<file path="config.mk">
export PLATFORM = sky130hd
export DESIGN_NAME = hw16_reg_bridge
export DESIGN_NICKNAME = d
export VERILOG_FILES = /design/src/rtl/hwb_pkg.sv /design/src/rtl/hwb_wr_pack.sv /design/src/rtl/hwb_rd_split.sv /design/src/rtl/hw16_reg_bridge.sv
export SDC_FILE = /design/constraint.sdc
export NUM_CORES = 1
export LEC_CHECK = 0
export ABC_AREA = 1
export BUFFER_PORTS_ARGS = -buffer_cell sky130_fd_sc_hd__buf_4
export CAP_MARGIN = 20
export CORE_MARGIN = 5
export CORE_UTILIZATION = 50
export DETAILED_ROUTE_END_ITERATION = 16
export PLACE_DENSITY_LB_ADDON = 0.05
export SLEW_MARGIN = 40
export SYNTH_ARGS = -nofsm -noshare
export SYNTH_HDL_FRONTEND = slang
export SYNTH_SLANG_ARGS = --single-unit
</file>
<file path="constraint.sdc">
create_clock -name clk_i -period 2.41 [get_ports clk_i]
set_input_delay 0.1205 -clock clk_i [delete_from_list [all_inputs] [get_ports clk_i]]
set_output_delay 0.1205 -clock clk_i [all_outputs]
set_load 0.05 [all_outputs]
</file>
<file path="src/rtl/hwb_pkg.sv">
`timescale 1ns/1ps
package hwb_pkg;
  typedef enum logic [1:0] {
    SZ_BYTE = 2'b00,
    SZ_HALF = 2'b01,
    SZ_WORD = 2'b10,
    SZ_RSVD = 2'b11
  } acc_size_e;
endpackage

</file>
<file path="src/rtl/hwb_wr_pack.sv">
`timescale 1ns/1ps
module hwb_wr_pack #(
  parameter int OFFS_W = 8,
  parameter int DATA_W = 32
) (
  input  logic              clk_i,
  input  logic              rst_ni,
  input  logic              hw_we_i,
  input  logic [OFFS_W-1:0] word_addr_i,
  input  logic              hi_sel_i,
  input  logic [DATA_W/2-1:0] hw_data_i,
  output logic              fire_o,
  output logic [DATA_W-1:0] fire_data_o
);
  localparam int HALF_W = DATA_W / 2;
  localparam int PAIR_N = DATA_W / HALF_W;
  localparam int CNT_W  = $clog2(PAIR_N + 1);

  logic [OFFS_W-1:0] prev_q;
  logic [CNT_W-1:0]  cnt_q, cnt_base, cnt_inc;
  logic [HALF_W-1:0] lo_q, hi_q, lo_n, hi_n;

  always_comb begin
    cnt_base    = (word_addr_i == prev_q) ? cnt_q : '0;
    cnt_inc     = cnt_base + CNT_W'(1);
    lo_n        = hi_sel_i ? lo_q : hw_data_i;
    hi_n        = hi_sel_i ? hw_data_i : hi_q;
    fire_o      = hw_we_i && (cnt_inc == CNT_W'(PAIR_N));
    fire_data_o = {hi_n, lo_n};
  end

  always_ff @(posedge clk_i or negedge rst_ni) begin
    if (!rst_ni) begin
      prev_q <= '0;
      cnt_q  <= '0;
      lo_q   <= '0;
      hi_q   <= '0;
    end else if (hw_we_i) begin
      prev_q <= word_addr_i;
      lo_q   <= lo_n;
      hi_q   <= hi_n;
      cnt_q  <= fire_o ? '0 : cnt_inc;
    end
  end
endmodule

</file>
<file path="src/rtl/hwb_rd_split.sv">
`timescale 1ns/1ps
module hwb_rd_split #(
  parameter int OFFS_W = 8,
  parameter int DATA_W = 32
) (
  input  logic              clk_i,
  input  logic              rst_ni,
  input  logic              hw_re_i,
  input  logic [OFFS_W-1:0] word_addr_i,
  input  logic              hi_sel_i,
  input  logic [DATA_W-1:0] rd_data_i,
  output logic              issue_o,
  output logic              rsp_valid_o,
  output logic [DATA_W/2-1:0] rsp_data_o
);
  localparam int HALF_W = DATA_W / 2;
  localparam int CNT_W  = 2;

  logic [OFFS_W-1:0] prev_q;
  logic [CNT_W-1:0]  cnt_q, cnt_base, cnt_inc;
  logic              pend_q, hi_q, fresh_q;
  logic [DATA_W-1:0] long_q, src;
  logic              rsp_valid_q;
  logic [HALF_W-1:0] rsp_data_q;

  always_comb begin
    cnt_base = (word_addr_i == prev_q) ? cnt_q : '0;
    cnt_inc  = cnt_base + CNT_W'(1);
    issue_o  = hw_re_i && (cnt_inc == CNT_W'(1));
    src      = fresh_q ? rd_data_i : long_q;
  end

  always_ff @(posedge clk_i or negedge rst_ni) begin
    if (!rst_ni) begin
      prev_q <= '0;
      cnt_q  <= '0;
    end else if (hw_re_i) begin
      prev_q <= word_addr_i;
      cnt_q  <= (cnt_inc == CNT_W'(1)) ? cnt_inc : '0;
    end
  end

  // stage 1: strobe out; stage 2: capture and select half
  always_ff @(posedge clk_i or negedge rst_ni) begin
    if (!rst_ni) begin
      pend_q      <= 1'b0;
      hi_q        <= 1'b0;
      fresh_q     <= 1'b0;
      long_q      <= '0;
      rsp_valid_q <= 1'b0;
      rsp_data_q  <= '0;
    end else begin
      pend_q      <= hw_re_i;
      fresh_q     <= issue_o;
      if (hw_re_i) hi_q <= hi_sel_i;
      if (pend_q && fresh_q) long_q <= rd_data_i;
      rsp_valid_q <= pend_q;
      if (pend_q) rsp_data_q <= hi_q ? src[DATA_W-1:HALF_W] : src[HALF_W-1:0];
    end
  end

  assign rsp_valid_o = rsp_valid_q;
  assign rsp_data_o  = rsp_data_q;
endmodule

</file>
<file path="src/rtl/hw16_reg_bridge.sv">
`timescale 1ns/1ps
module hw16_reg_bridge #(
  parameter int ADDR_W = 16,
  parameter int DATA_W = 32,
  parameter int OFFS_W = 8
) (
  input  logic              clk_i,
  input  logic              rst_ni,
  input  logic              host_req_i,
  input  logic              host_we_i,
  input  logic [1:0]        host_size_i,
  input  logic [ADDR_W-1:0] host_addr_i,
  input  logic [DATA_W-1:0] host_wdata_i,
  output logic              host_rvalid_o,
  output logic [DATA_W-1:0] host_rdata_o,
  output logic              host_err_o,
  output logic              reg_we_o,
  output logic              reg_re_o,
  output logic [OFFS_W-1:0] reg_addr_o,
  output logic [DATA_W-1:0] reg_wdata_o,
  input  logic [DATA_W-1:0] reg_rdata_i
);
  import hwb_pkg::*;

  localparam int HALF_W   = DATA_W / 2;
  localparam int LANE_LSB = $clog2(DATA_W / 8);
  localparam int HSEL_BIT = LANE_LSB - 1;

  acc_size_e         size;
  logic [OFFS_W-1:0] off, word_addr;
  logic              hi_sel, is_half, is_word, is_bad;
  logic              hw_we, hw_re, wd_we, wd_re;
  logic              wr_fire, rd_issue;
  logic [DATA_W-1:0] fire_data;
  logic              half_rsp_valid;
  logic [HALF_W-1:0] half_rsp_data;

  logic              reg_we_q, reg_re_q, err_q;
  logic [OFFS_W-1:0] addr_q;
  logic [DATA_W-1:0] wdata_q;
  logic              wd_pend_q, wd_rsp_valid_q;
  logic [DATA_W-1:0] wd_rsp_data_q;

  always_comb begin
    size      = acc_size_e'(host_size_i);
    off       = host_addr_i[OFFS_W-1:0];
    word_addr = {off[OFFS_W-1:LANE_LSB], LANE_LSB'(0)};
    hi_sel    = off[HSEL_BIT];
    is_half   = host_req_i && (size == SZ_HALF);
    is_word   = host_req_i && (size == SZ_WORD);
    is_bad    = host_req_i && (size == SZ_BYTE || size == SZ_RSVD);
    hw_we     = is_half && host_we_i;
    hw_re     = is_half && !host_we_i;
    wd_we     = is_word && host_we_i;
    wd_re     = is_word && !host_we_i;
  end

  hwb_wr_pack #(.OFFS_W(OFFS_W), .DATA_W(DATA_W)) u_wr (
    .clk_i       (clk_i),
    .rst_ni      (rst_ni),
    .hw_we_i     (hw_we),
    .word_addr_i (word_addr),
    .hi_sel_i    (hi_sel),
    .hw_data_i   (host_wdata_i[HALF_W-1:0]),
    .fire_o      (wr_fire),
    .fire_data_o (fire_data)
  );

  hwb_rd_split #(.OFFS_W(OFFS_W), .DATA_W(DATA_W)) u_rd (
    .clk_i       (clk_i),
    .rst_ni      (rst_ni),
    .hw_re_i     (hw_re),
    .word_addr_i (word_addr),
    .hi_sel_i    (hi_sel),
    .rd_data_i   (reg_rdata_i),
    .issue_o     (rd_issue),
    .rsp_valid_o (half_rsp_valid),
    .rsp_data_o  (half_rsp_data)
  );

  always_ff @(posedge clk_i or negedge rst_ni) begin
    if (!rst_ni) begin
      reg_we_q <= 1'b0;
      reg_re_q <= 1'b0;
      err_q    <= 1'b0;
      addr_q   <= '0;
      wdata_q  <= '0;
    end else begin
      reg_we_q <= wd_we || wr_fire;
      reg_re_q <= wd_re || rd_issue;
      err_q    <= is_bad;
      if (wd_we || wr_fire || wd_re || rd_issue) addr_q <= word_addr;
      if (wd_we)        wdata_q <= host_wdata_i;
      else if (wr_fire) wdata_q <= fire_data;
    end
  end

  always_ff @(posedge clk_i or negedge rst_ni) begin
    if (!rst_ni) begin
      wd_pend_q      <= 1'b0;
      wd_rsp_valid_q <= 1'b0;
      wd_rsp_data_q  <= '0;
    end else begin
      wd_pend_q      <= wd_re;
      wd_rsp_valid_q <= wd_pend_q;
      if (wd_pend_q) wd_rsp_data_q <= reg_rdata_i;
    end
  end

  assign reg_we_o      = reg_we_q;
  assign reg_re_o      = reg_re_q;
  assign reg_addr_o    = addr_q;
  assign reg_wdata_o   = wdata_q;
  assign host_err_o    = err_q;
  assign host_rvalid_o = wd_rsp_valid_q || half_rsp_valid;
  assign host_rdata_o  = wd_rsp_valid_q ? wd_rsp_data_q
                                        : {{(DATA_W-HALF_W){1'b0}}, half_rsp_data};
endmodule

</file>
# Word level (Yosys, flattened, before mapping)
# Index checks and enable logic that the tools add are counted.
dict set report totals {
  register_bits 175
  in_bits 86
}
dict set report op_classes {
  eq_ne 7
  n_addsub 2
  mux 11
  reduce_logical 19
}
# cell count
set op_table {}
lappend op_table {{$mux W32} 4}
lappend op_table {{$mux W16} 3}
lappend op_table {{$eq A6 B6 Y1} 2}
lappend op_table {{$logic_and A1 B1 Y1} 10}
lappend op_table {{$mux W2} 4}
lappend op_table {{$eq A2 B2 Y1 const B} 3}
lappend op_table {{$logic_or A1 B1 Y1} 6}
lappend op_table {{$add A2 B1 Y2 const B} 2}
lappend op_table {{$eq A2 B1 Y1 const B} 2}
lappend op_table {{$logic_not A2 Y1} 1}
lappend op_table {{$reduce_bool A2 Y1} 1}
lappend op_table {{$logic_not A1 Y1} 1}

# Logic depth before layout (Yosys ltp)
# Gate-level depths: netlist of the first run.
dict set report depth {
  word_depth 8
  mapped_depth 14
  ltp_nobuf 13
}

# Cells and area by module
# Synthesis of the first run repeated with hierarchy kept, for this count alone.
dict set report unflattened {
  hier_cells 1042
  hier_area_um2 8824.7
}
# module instances cells_per_inst seq_area_each_um2 area_each_um2
set by_module_without_submodules {}
lappend by_module_without_submodules {hw16_reg_bridge 1 406 1876.8 3570.9}
lappend by_module_without_submodules {hwb_rd_split 1 359 1551.5 3032.9}
lappend by_module_without_submodules {hwb_wr_pack 1 277 1051.0 2220.9}

# Worst setup path after synthesis of the first run
# OpenSTA, ideal clock, no wires.
dict set report synth_path {
  path_type {reg-to-output}
  startpoint {reg wd_rsp_valid_q}
  endpoint {out host_rdata_o[15]}
  path_stages_with_launch 3
  n_path_buf 1
  t_arrival_ns 1.695
  slack_ns 0.594
  cell_sequence {dfrtp_1 > clkbuf_1 > o21ai_0}
}
dict set report synth_via {
  elab_chain_cells 1
}
# item line_no
set synth_lines {}
lappend synth_lines {{start, declared} hw16_reg_bridge.sv:41} ;# logic wd_pend_q, wd_rsp_valid_q;
lappend synth_lines {{start signal, assigned} hw16_reg_bridge.sv:105} ;# wd_rsp_valid_q <= wd_pend_q;
lappend synth_lines {{$mux W32} hw16_reg_bridge.sv:116} ;# assign host_rdata_o = wd_rsp_valid_q ? wd_rsp_data_q
lappend synth_lines {{end, declared} hw16_reg_bridge.sv:15} ;# output logic [DATA_W-1:0] host_rdata_o,
# Every way passes these cells.

# Worst setup path in the final report of the first run
dict set report layout_path {
  startpoint {reg u_wr.prev_q[5]}
  endpoint {reg wdata_q[30] (netlist: reg_wdata_o[30])}
}
dict set report layout_via {
  elab_chain_cells 6
}
# item line_no
set layout_lines {}
lappend layout_lines {{start, declared} hwb_wr_pack.sv:19} ;# logic [OFFS_W-1:0] prev_q;
lappend layout_lines {{start signal, assigned} hwb_wr_pack.sv:39} ;# prev_q <= word_addr_i;
lappend layout_lines {{$eq A6 B6 Y1} hwb_wr_pack.sv:24} ;# cnt_base = (word_addr_i == prev_q) ? cnt_q : '0;
lappend layout_lines {{$mux W2} hwb_wr_pack.sv:24}
lappend layout_lines {{$add A2 B1 Y2} hwb_wr_pack.sv:25} ;# cnt_inc = cnt_base + CNT_W'(1);
lappend layout_lines {{$eq A2 B2 Y1} hwb_wr_pack.sv:28} ;# fire_o = hw_we_i && (cnt_inc == CNT_W'(PAIR_N));
lappend layout_lines {{$logic_and A1 B1 Y1} hwb_wr_pack.sv:28}
lappend layout_lines {{$reduce_bool A2 Y1 (no line)} --}
lappend layout_lines {{end signal, assigned} hw16_reg_bridge.sv:93} ;# if (wd_we) wdata_q <= host_wdata_i;
lappend layout_lines {{end signal, assigned} hw16_reg_bridge.sv:94} ;# else if (wr_fire) wdata_q <= fire_data;
lappend layout_lines {{end, declared} hw16_reg_bridge.sv:40} ;# logic [DATA_W-1:0] wdata_q;
# Every way passes these cells.
# A chain may end at the register's enable or synchronous reset.

==> results of run 1 <==
## logic make-up (layout without fill, tap and decap cells)
group                    Yosys count  in the layout
AO/OA/AOI/OAI                    246            246
buffers and inverters            192            397
flip-flops                       175            175
adder cells (fa/ha/maj)            5              5
AND/OR/NAND/NOR                  371            371
other                              1              2
XOR/XNOR                           5              5
## power breakdown
group | internal, W | switching, W
clock | 0.00185 | 0.00109
sequential | 0.00349 | 0.000264
combinational | 0.000851 | 0.00166
total | 0.00619 | 0.00301
## layout make-up
type | count | area, um^2
fill | 1319 | 5140
sequential | 175 | 4380
multi-input combinational | 629 | 2930
timing repair buffer | 236 | 1980
clock buffer | 27 | 543
inverter | 130 | 488
tap | 216 | 270
clock inverter | 4 | 95.1
## cell usage in the layout, fill, tap and decap left out, types with 3 or more instances in the layout
master         instances
inv_2                  3
nand2_1              242
o21ai_0              126
o211ai_1              16
a31oi_1               32
xnor2_1                3
nand4_1                3
buf_4                166
inv_1                127
bufinv_16              3
nor2_1                82
dfrtp_1              174
o21ai_1                6
nand3_1               33
buf_12                 3
dlygate4sd3_1         66
clkbuf_8               8
ha_1                   5
nand3_2                3
clkbuf_16             17
a21oi_1               63
## routing by layer
metal / global-route usage (%) / up-vias
met4: 7.26 / 0
met1: 32.0 / 3297
li1: - / 3563
met2: 37.4 / 212
met3: 4.34 / 34
met5: 0 / -
## worst max-delay path, cell delays in order, from the launching register on
cell and delay [ps]:
dfrtp_1 390, xor2_1 160, nor2_1 140, nand4_1 130, inv_1 80, ha_1 160, inv_1 90, o21ai_4 160
buf_4 340, nor2_1 100, a31oi_1 200
## flip-flops by register name (all words and copies together), names as in the netlist, 2 cells and up
signal           cells
u_rd.long_q         32
u_rd.cnt_q           2
u_wr.lo_q           16
u_wr.hi_q           16
u_wr.cnt_q           2
u_rd.prev_q          6
reg_wdata_o         32
u_rd.rsp_data_o     16
reg_addr_o           6
wd_rsp_data_q       32
u_wr.prev_q          6
## per-stage QoR
step	setup WS, ps	util, %	total power [W]
floorplan	594	-	0.00540
global placement	511	59.3	0.00617
detailed placement	425	59.3	0.00623
CTS	405	67.5	0.00927
global route	181	67.5	0.00970
finish	336	67.5	0.00920
## final timing paths
check | endpoint | startpoint | slack, ps
setup / recovery | reg_wdata_o[30] | u_wr.prev_q[5] | 340
hold / removal | wd_rsp_data_q[24] | reg_rdata_i[24] | 9
setup reg to reg | reg_wdata_o[30] | u_wr.prev_q[5] | 340
hold reg to reg | u_rd.long_q[18] | u_rd.long_q[18] | 480
max in group asynchronous | u_rd.rsp_data_o[15] | rst_ni | 1380
min in group asynchronous | reg_addr_o[5] | rst_ni | 250
==> summary.md, run 1 <==
| Metric | Value |
|---|---|
| Layout Nets | `1280` |
| Post-synthesis sequential area ratio | `54.4%` |
| YS warnings | `0` |
| Die X | `137 um` |
| Worst-path fanout max | `33` |
| Post-synthesis mux area share | `0%` |
| Top-area cell type share of the netlist area | `between 50 and 60%` |
| Setup violators final | `0` |
| Max Clock Skew | `~5 ps` |
| Fin. Hold Viols | `0` |
| Metal-1 WL | `between 9 and 10 mm` |
| Yosys cell types | `29` |
| RSZ-0062 raised after global routing | `false` |
| Mean Syn Cell Area | `8.10 um^2` |
| Input/output buffers | `150` |
| Cell Pwr Density | `about 860 mW/mm^2` |
| Clock sink total | `between 150 and 200` |
| Largest family of logic cells by synthesized area | `simple AND/OR/NAND/NOR gates` |
| Min Tclk post-route | `2070 ps` |
| DRT Pass-1 Iters | `5` |
| Post-DRT Antenna Nets | `0` |
| Die Area | `0.0188 mm^2` |
| Most frequent cell after synthesis | `nand2_1` |
| Fin. max-slew vios | `0` |
| Initial antenna violation count | `0` |
| Crit. End Element | `flop` |
| Startpoint types | `flop` |
| First-pass GRT wire length | `34.1 mm` |
| Ant. Diodes | `0` |
| Clock Latency Late Sink | `about 420 ps` |
| Top post-synthesis cells by area | `dfrtp_1 (54%), nand2_1 (11%), o21ai_0 (7.8%), inv_1 (5.9%), a21oi_1 (3.9%)` |
| Simple-Gate Fraction of Synth Area | `18.5%` |
| Vias/cell | `5.01` |
| Peak supply drop | `roughly 0.54 mV` |
| Synth Area in XOR/XNOR | `less than 1%` |
| Worst slew pin tran | `652 ps` |
| Placed instance area | `0.00939 mm^2` |
| Outcome | `finished, final reports clean` |
| Vias | `7106` |
| CTS Buf Count | `17` |
| H-tree levels | `4` |
| Initial DRC count | `551` |
| I/O Pins | `~160` |
| Complex-gate fraction of the synthesized area | `16.5%` |
| GP Congestion | `just over 0.8` |
| CTS tree | `yes` |
| Cell taking the most area after synthesis | `dfrtp_1` |
| Leakage | `5.37 nW` |
| Fin Hold WS | `a little under 9 ps` |
| Total Wirelength | `roughly 21 mm` |
| Setup TNS | `0 ps` |
| Core region area | `0.0158 mm^2` |
| HPWL Detailed | `~14 mm` |
| DR top layer | `met4` |
| Initial core utilization | `50.9%` |
| Ratio of final minimum period to clock period | `a little under nine tenths` |
| Largest net degree at the start of global routing | `66` |
| Layout cell share with drive strength beyond 1 | `between 15 and 20%` |
| Max Freq | `482 MHz` |
| Wire per inst | `14.8 um` |
| Setup CP Type | `flop to flop` |
| CTS resizes | `0` |
| Post-Synth Adder-Cell Area | `less than 1%` |
| Design area | `between 0.01 and 0.015 mm^2` |
| Clock Tree Buf Depth | `2` |
| Die H | `137 um` |
| Total global routing overflow | `0` |
| Synth Flop Type | `dfrtp_1` |
| Critical Path RT | `~2700 ps` |
| Total track usage | `23.2%` |
| Post-Synthesis Cells | `between 900 and 1000` |
| Most frequent cells after synthesis | `nand2_1 (243), dfrtp_1 (175), inv_1 (127)` |
| Metal3 WL | `1.21 mm` |
| Worst Hold Depth | `3` |
| Maxcap violations | `0` |
| Worst r2r path cells | `10` |
| Root Driver | `clkbuf_16` |
| Clock-pin slew on the worst setup and hold paths | `60 ps` |
| Worst slew margin | `56.5%` |
| Vias in the first global route | `6824` |
| Worst hold path class | `input pin to flop` |
| Rows | `46` |
| DP Cell Count | `1320` |
| Fin cells | `1417` |
| CTS Hold Bufs | `66` |
| Synth Cell Area | `0.00806 mm^2` |
| Setup Fix Bufs, Post-CTS | `0` |
| Post-synth EDFFs | `0` |
| Ys async rst share | `between 90% and 100%` |
| Metal2 WL | `a little over 10 mm` |
| Yosys reg bits | `175` |
| Data arrival, critical path | `2410 ps` |
| Layout Area Growth over Synthesis | `32.7%` |
| # DRC | `0` |
No activity file was read; power rests on OpenSTA's default activity.
==> run 2, diff against run 1 <==
CORE_UTILIZATION = 55   (was 50)
CTS_CLUSTER_SIZE = 12   (was not set)
==> run 2 against run 1 <==
Setup slack improved by 54 ps; first-iteration DRC count decreased by 31%; clock-buffer cell count increased by 1; maximum frequency increased by 2.7%; die area decreased by 8.4%; combinational power about the same; routed wire length decreased by 3.8%; final cell count decreased by 2.8%; largest cell class unchanged; via count decreased by 0.94%; highest routed layer unchanged; sequential cell count unchanged; total power decreased by 4.4%; non-clock buffer count decreased by 5.
==> summary.md, run 2 (synthesis gave the netlist of run 1 again) <==
| Metric | Value |
|---|---|
| Total Wirelength | `20.2 mm (was 21.0 mm)` |
| First-pass GRT wire length | `33.0 mm (was 34.1 mm)` |
| Largest net degree at the start of global routing | `74 (was 66)` |
| Die H | `131 um (was 137 um)` |
| Vias | `7039 (was 7106)` |
| Fin. max-slew vios | `0 (unchanged)` |
| HPWL Detailed | `13.5 mm (was 14.0 mm)` |
| CTS Buf Count | `17 (unchanged)` |
| Clock Latency Late Sink | `420 ps (about the same)` |
| Root Driver | `clkbuf_16 (unchanged)` |
| Wire per inst | `14.6 um (was 14.8 um)` |
| Input/output buffers | `150 (unchanged)` |
| Fillers | `1146 (was 1319)` |
| Critical Path RT | `2720 ps (was 2740 ps)` |
| Placed instance area | `0.00932 mm^2 (was 0.00939 mm^2)` |
| Rows | `44 (was 46)` |
| Die X | `131 um (was 137 um)` |
| Initial DRC count | `379 (was 551)` |
| Setup violators final | `0 (unchanged)` |
| Setup Fix Bufs, Post-CTS | `0 (unchanged)` |
| Data arrival, critical path | `2330 ps (was 2410 ps)` |
| Post-DRT Antenna Nets | `0 (unchanged)` |
| Initial core utilization | `55.9% (was 50.9%)` |
| Worst hold path class | `input pin to flop (unchanged)` |
| Min Tclk post-route | `2020 ps (was 2070 ps)` |
| Commonest non-fill, non-tap cell in the layout | `nand2_1 (unchanged)` |
| GP Congestion | `0.780 (was 0.805)` |
| Total global routing overflow | `0 (unchanged)` |
| Ratio of final minimum period to clock period | `83.8% (was 86.1%)` |
| Vias/cell | `5.11 (was 5.01)` |
| Design area | `0.0105 mm^2 (was 0.0107 mm^2)` |
| RSZ-0062 raised after global routing | `false (unchanged)` |
| Max Freq | `495 MHz (was 482 MHz)` |
| Crit. End Element | `flop (unchanged)` |
| Outcome | `finished, final reports clean (unchanged)` |
| Setup TNS | `0 ps (unchanged)` |
| Die Area | `0.0172 mm^2 (was 0.0188 mm^2)` |
| Vias in the first global route | `6867 (was 6824)` |
| Startpoint types | `input pin (was flop)` |
| Most frequent cells in the layout | `nand2_1 (242), dfrtp_1 (174), buf_4 (165) (was nand2_1 (242), dfrtp_1 (174), buf_4 (166))` |
| Peak supply drop | `0.741 mV (was 0.538 mV)` |
| Worst slew margin | `52.5% (was 56.5%)` |
| Clock sink total | `175 (unchanged)` |
| Layout Nets | `1275 (was 1280)` |
| Clock-pin slew on the worst setup and hold paths | `60 ps (about the same)` |
| Layout cell share with drive strength beyond 1 | `17.0% (was 17.7%)` |
| Worst-path fanout max | `12 (was 33)` |
| I/O Pins | `162 (unchanged)` |
| Total track usage | `24.4% (was 23.2%)` |
| # DRC | `0 (unchanged)` |
| Core region area | `0.0144 mm^2 (was 0.0158 mm^2)` |
| Leakage | `5.29 nW (was 5.37 nW)` |
| Maxcap violations | `0 (unchanged)` |
| Max Clock Skew | `8.55 ps (was 5.03 ps)` |
| Setup CP Type | `input pin to flop (was flop to flop)` |
| Ant. Diodes | `0 (unchanged)` |
| DRT Pass-1 Iters | `5 (unchanged)` |
| Clock Tree Buf Depth | `2 (unchanged)` |
| Fin. Hold Viols | `0 (unchanged)` |
| CTS tree | `yes (unchanged)` |
| Layout Area Growth over Synthesis | `30.1% (was 32.7%)` |
| Initial antenna violation count | `0 (unchanged)` |
| H-tree levels | `4 (unchanged)` |
| Cell Pwr Density | `839 mW/mm^2 (was 861 mW/mm^2)` |
| Worst slew pin tran | `712 ps (was 652 ps)` |
[run 2: cell count changes in the layout (fill, tap and decap cells not counted), sizes merged]
cell and delta:
clkinv -1, bufinv -2, dlygate4sd3 -3, clkbuf +1, buf -2
[run 2: worst paths after layout]
path                            slack [ps]                 to            start  depth (start not counted)
max in group asynchronous             1390  wd_rsp_data_q[13]           rst_ni                          3
worst min register to register         480    u_rd.long_q[27]  u_rd.long_q[27]                          2
min in group asynchronous              310      reg_addr_o[5]           rst_ni                          2
worst max-delay path                   390      reg_addr_o[4]   host_addr_i[3]                         14
worst min-delay path                     8  wd_rsp_data_q[22]  reg_rdata_i[22]                          3
worst max register to register         420      reg_addr_o[4]   u_rd.prev_q[6]                         11
[run 2: critical path: stages]
cell and delay (ps):
dlygate4sd3_1 530, buf_4 140, inv_1 100, or2_2 120, nand4_1 70, nor3_1 280
nand2_1 130, ha_1 220, inv_1 60, nor2_2 50, inv_2 70, nand3_2 220
nand2_1 130, o21ai_1 70
[run 2: area by class of cell]
type                       instances  area [um^2]  share of cell area, %
clock buffer                      28          497                   4.74
clock inverter                     1         30.0                  0.287
inverter                         130          488                   4.66
multi-input combinational        629         2930                   28.0
sequential                       175         4380                   41.8
tap                              184          230                   2.20
timing repair buffer             231         1920                   18.3
[run 2: repair_timing]
item                                   CTS  global route
gates resized for setup                  0             0
hold buffers                            63             0
endpoints found under the hold margin  145             0
[run 2: where the power goes]
group / internal, W / total, W / switching (W)
Clock: 0.00149 / 0.00254 / 0.00104
Combinational: 0.000847 / 0.00251 / 0.00167
Sequential: 0.00349 / 0.00375 / 0.000254
Total: 0.00583 / 0.00880 / 0.00296
[run 2: stage by stage]
stage	hold slack (ps)	setup slack (ps)	power [W]	util (%)	instances
3_3_place_gp	196	506	0.00616	64.6	1286
4_1_cts	0.342	423	0.00886	72.6	1378
5_1_grt	15.0	182	0.00926	72.6	1378
6_report	8.32	390	0.00880	72.6	1378
2_1_floorplan	-175	594	0.00540	-	996
3_5_place_dp	199	459	0.00623	64.6	1286
[run 2: per-layer routing]
| layer | global-route usage (%) | vias to the layer above | routed length, um |
|---|---|---|---|
| met3 | 5.81 | 50 | 963 |
| met4 | 10.4 | 0 | 723 |
| met5 | 0 | - | 0 |
| met2 | 40.3 | 189 | 9960 |
| li1 | - | 3546 | - |
| met1 | 30.6 | 3254 | 8540 |
==> run 3, diff against run 2 <==
CORE_UTILIZATION = 50   (was 55)
clock period = 1.7 ns   (was 2.41 ns; I/O delays follow)
==> run 3 against run 2 <==
The run now ends with setup timing left; first-iteration DRC count up 41%; non-clock buffer count up 45; routed wire length increased by 9.9%; combinational power is 49% higher; hold slack better by 10 ps; sequential cell count stayed put; clock skew increased by 3.6 ps; critical path type is now flop to flop; critical endpoint is now reg_wdata_o[26].
==> summary.md, run 3 (synthesis gave the netlist of run 1 again) <==
| Metric | Value |
|---|---|
| CTS tree | `yes (unchanged)` |
| Clock Tree Buf Depth | `2 (unchanged)` |
| Clock-pin slew on the worst setup and hold paths | `70 ps (was 60 ps)` |
| Worst hold path class | `input pin to flop (unchanged)` |
| GP Congestion | `0.767 (was 0.780)` |
| Placed instance area | `0.00959 mm^2 (was 0.00932 mm^2)` |
| Crit path to | `reg_wdata_o[26] (was reg_addr_o[4])` |
| CTS Buf Count | `17 (unchanged)` |
| Failing checks | `setup timing` |
| Max Freq | `530 MHz` |
| Worst slew margin | `65.4% (was 52.5%)` |
| Outcome | `finished with violations (was finished, final reports clean)` |
| Crit path from | `u_wr.prev_q[5] (was host_addr_i[3])` |
| Worst slew pin tran | `518 ps (was 712 ps)` |
| Fin Hold WS | `18.4 ps (was 8.32 ps)` |
| I/O Pins | `162 (unchanged)` |
| Layout Area Growth over Synthesis | `40.2% (was 30.1%)` |
| Data arrival, critical path | `2190 ps (was 2330 ps)` |
| Total Wirelength | `22.2 mm (was 20.2 mm)` |
| R2r setup slk | `-190 ps (was 420 ps)` |
| Fin. Hold Viols | `0 (unchanged)` |
| First-pass GRT wire length | `34.2 mm (was 33.0 mm)` |
| Fin cells | `1459 (was 1378)` |
| Initial antenna violation count | `0 (unchanged)` |
| Die X | `137 um (was 131 um)` |
| Clock sink total | `175 (unchanged)` |
| Worst-path fanout max | `8 (was 12)` |
| Maxcap violations | `0 (unchanged)` |
| Vias/cell | `5.02 (was 5.11)` |
| Wire per inst | `15.2 um (was 14.6 um)` |
| H-tree levels | `4 (unchanged)` |
| Launch point of the worst reg-to-reg path | `u_wr.prev_q[5] (was u_rd.prev_q[6])` |
| Layout Nets | `1321 (was 1275)` |
| Layout cell share with drive strength beyond 1 | `21.0% (was 17.0%)` |
| Startpoint types | `flop (was input pin)` |
| Total track usage | `23.3% (was 24.4%)` |
| Input/output buffers | `150 (unchanged)` |
| Final core occ | `71.4% (was 72.6%)` |
| DRT Pass-1 Iters | `5 (unchanged)` |
| Largest net degree at the start of global routing | `66 (was 74)` |
| Core region area | `0.0158 mm^2 (was 0.0144 mm^2)` |
| Fin. max-slew vios | `0 (unchanged)` |
| HPWL Detailed | `14.3 mm (was 13.5 mm)` |
| # DRC | `0 (unchanged)` |
| Critical Path RT | `2000 ps (was 2720 ps)` |
| Min Tclk post-route | `1890 ps` |
| RR Endpoint | `reg_wdata_o[26] (was reg_addr_o[4])` |
| Post-DRT Antenna Nets | `0 (unchanged)` |
| DP Cell Count | `1337 (was 1286)` |
| Setup ws final | `-187 ps (was 390 ps)` |
| Setup violators final | `39 (was 0)` |
| Die H | `137 um (was 131 um)` |
| Leakage | `5.64 nW (was 5.29 nW)` |
| Crit. End Element | `flop (unchanged)` |
| Ant. Diodes | `0 (unchanged)` |
| Vias | `7319 (was 7039)` |
| Total global routing overflow | `0 (unchanged)` |
| Max Clock Skew | `12.2 ps (was 8.55 ps)` |
| Clock Latency Late Sink | `430 ps (was 420 ps)` |
| Ratio of final minimum period to clock period | `111%` |
| Most frequent cells in the layout | `nand2_1 (241), buf_4 (180), dfrtp_1 (173) (was nand2_1 (242), dfrtp_1 (174), buf_4 (165))` |
| Design area | `0.0113 mm^2 (was 0.0105 mm^2)` |
| Root Driver | `clkbuf_16 (unchanged)` |
| Rows | `46 (was 44)` |
| Initial core utilization | `50.9% (was 55.9%)` |
| Commonest non-fill, non-tap cell in the layout | `nand2_1 (unchanged)` |
| Die Area | `0.0188 mm^2 (was 0.0172 mm^2)` |
| Initial DRC count | `536 (was 379)` |
| Peak supply drop | `0.824 mV (was 0.741 mV)` |
| Cell Pwr Density | `1170 mW/mm^2 (was 839 mW/mm^2)` |
| Setup CP Type | `flop to flop (was input pin to flop)` |
| Worst r2r path cells | `11 (unchanged)` |
| Vias in the first global route | `6939 (was 6867)` |
| Power Total | `0.0132 W (was 0.00880 W)` |
| Fillers | `1243 (was 1146)` |
| RSZ-0062 raised after global routing | `true (was false)` |
==> run 3: changes by cell type in the layout (fill, tap and decap cells not counted), sizes merged <==
cell / delta
buf: +27
dlygate4sd3: +15
clkinv: +5
bufinv: +2
clkbuf: -2
clkinvlp: +1
nand3: +1
==> run 3: report_power, final <==
group,leakage (nW),internal (W),switching [W]
clock network,0.309,0.00251,0.00159
registers,2.03,0.00495,0.000375
logic,3.30,0.00132,0.00242
total,5.64,0.00878,0.00438
==> run 3: worst max-delay path: stages (launching register included) <==
cell	delay, ps
dfrtp_1	380
xor2_1	170
nor2_2	130
nand4_1	140
inv_1	80
ha_2	180
inv_2	50
o21ai_4	150
buf_6	140
buf_12	110
clkbuf_16	140
a31oi_1	80
==> run 3: worst min path at each step <==
stage / depth (start not counted) / end / from / slack (ps)
2_1_floorplan: 0 / host_err_o / rst_ni / -210
3_3_place_gp: 1 / reg_addr_o[5] / rst_ni / 80
3_5_place_dp: 1 / reg_addr_o[6] / rst_ni / 80
4_1_cts: 3 / u_rd.prev_q[2] / host_addr_i[2] / 0.9
5_1_grt: 4 / reg_addr_o[7] / host_addr_i[7] / 20
6_report: 3 / u_rd.prev_q[7] / host_addr_i[7] / 20
==> run 3: timing repair <==
action                                 CTS  global route
hold buffers                            78             0
setup endpoints to repair               38            41
resized for setup                       10            17
setup buffers                            0             7
endpoints found under the hold margin  142             0
pin swaps                                1             4
cloned                                   0             5
==> run 3: layout make-up <==
class	instances	area, um^2	share of cell area (%)
sequential	175	4380	38.8
multi-input combinational	630	3050	27.0
timing repair buffer	276	2480	21.9
clock buffer	23	498	4.41
inverter	130	488	4.32
tap	216	270	2.39
clock inverter	9	130	1.15
==> run 3: stage by stage <==
stage | setup TNS [ps] | setup WS, ps
5_1_grt | -9360 | -291
3_5_place_dp | -3270 | -135
2_1_floorplan | 0 | 0.188
4_1_cts | -1650 | -78.1
3_3_place_gp | -2140 | -95.0
6_report | -4860 | -187
==> run 3: metal layers <==
metal	up-vias	part of all wire, %	GRT usage (%)
met5	-	0	0
met4	0	1.9	6.82
met3	29	5.3	4.63
met2	202	49	37.4
met1	3445	44	32.2
li1	3643	-	-
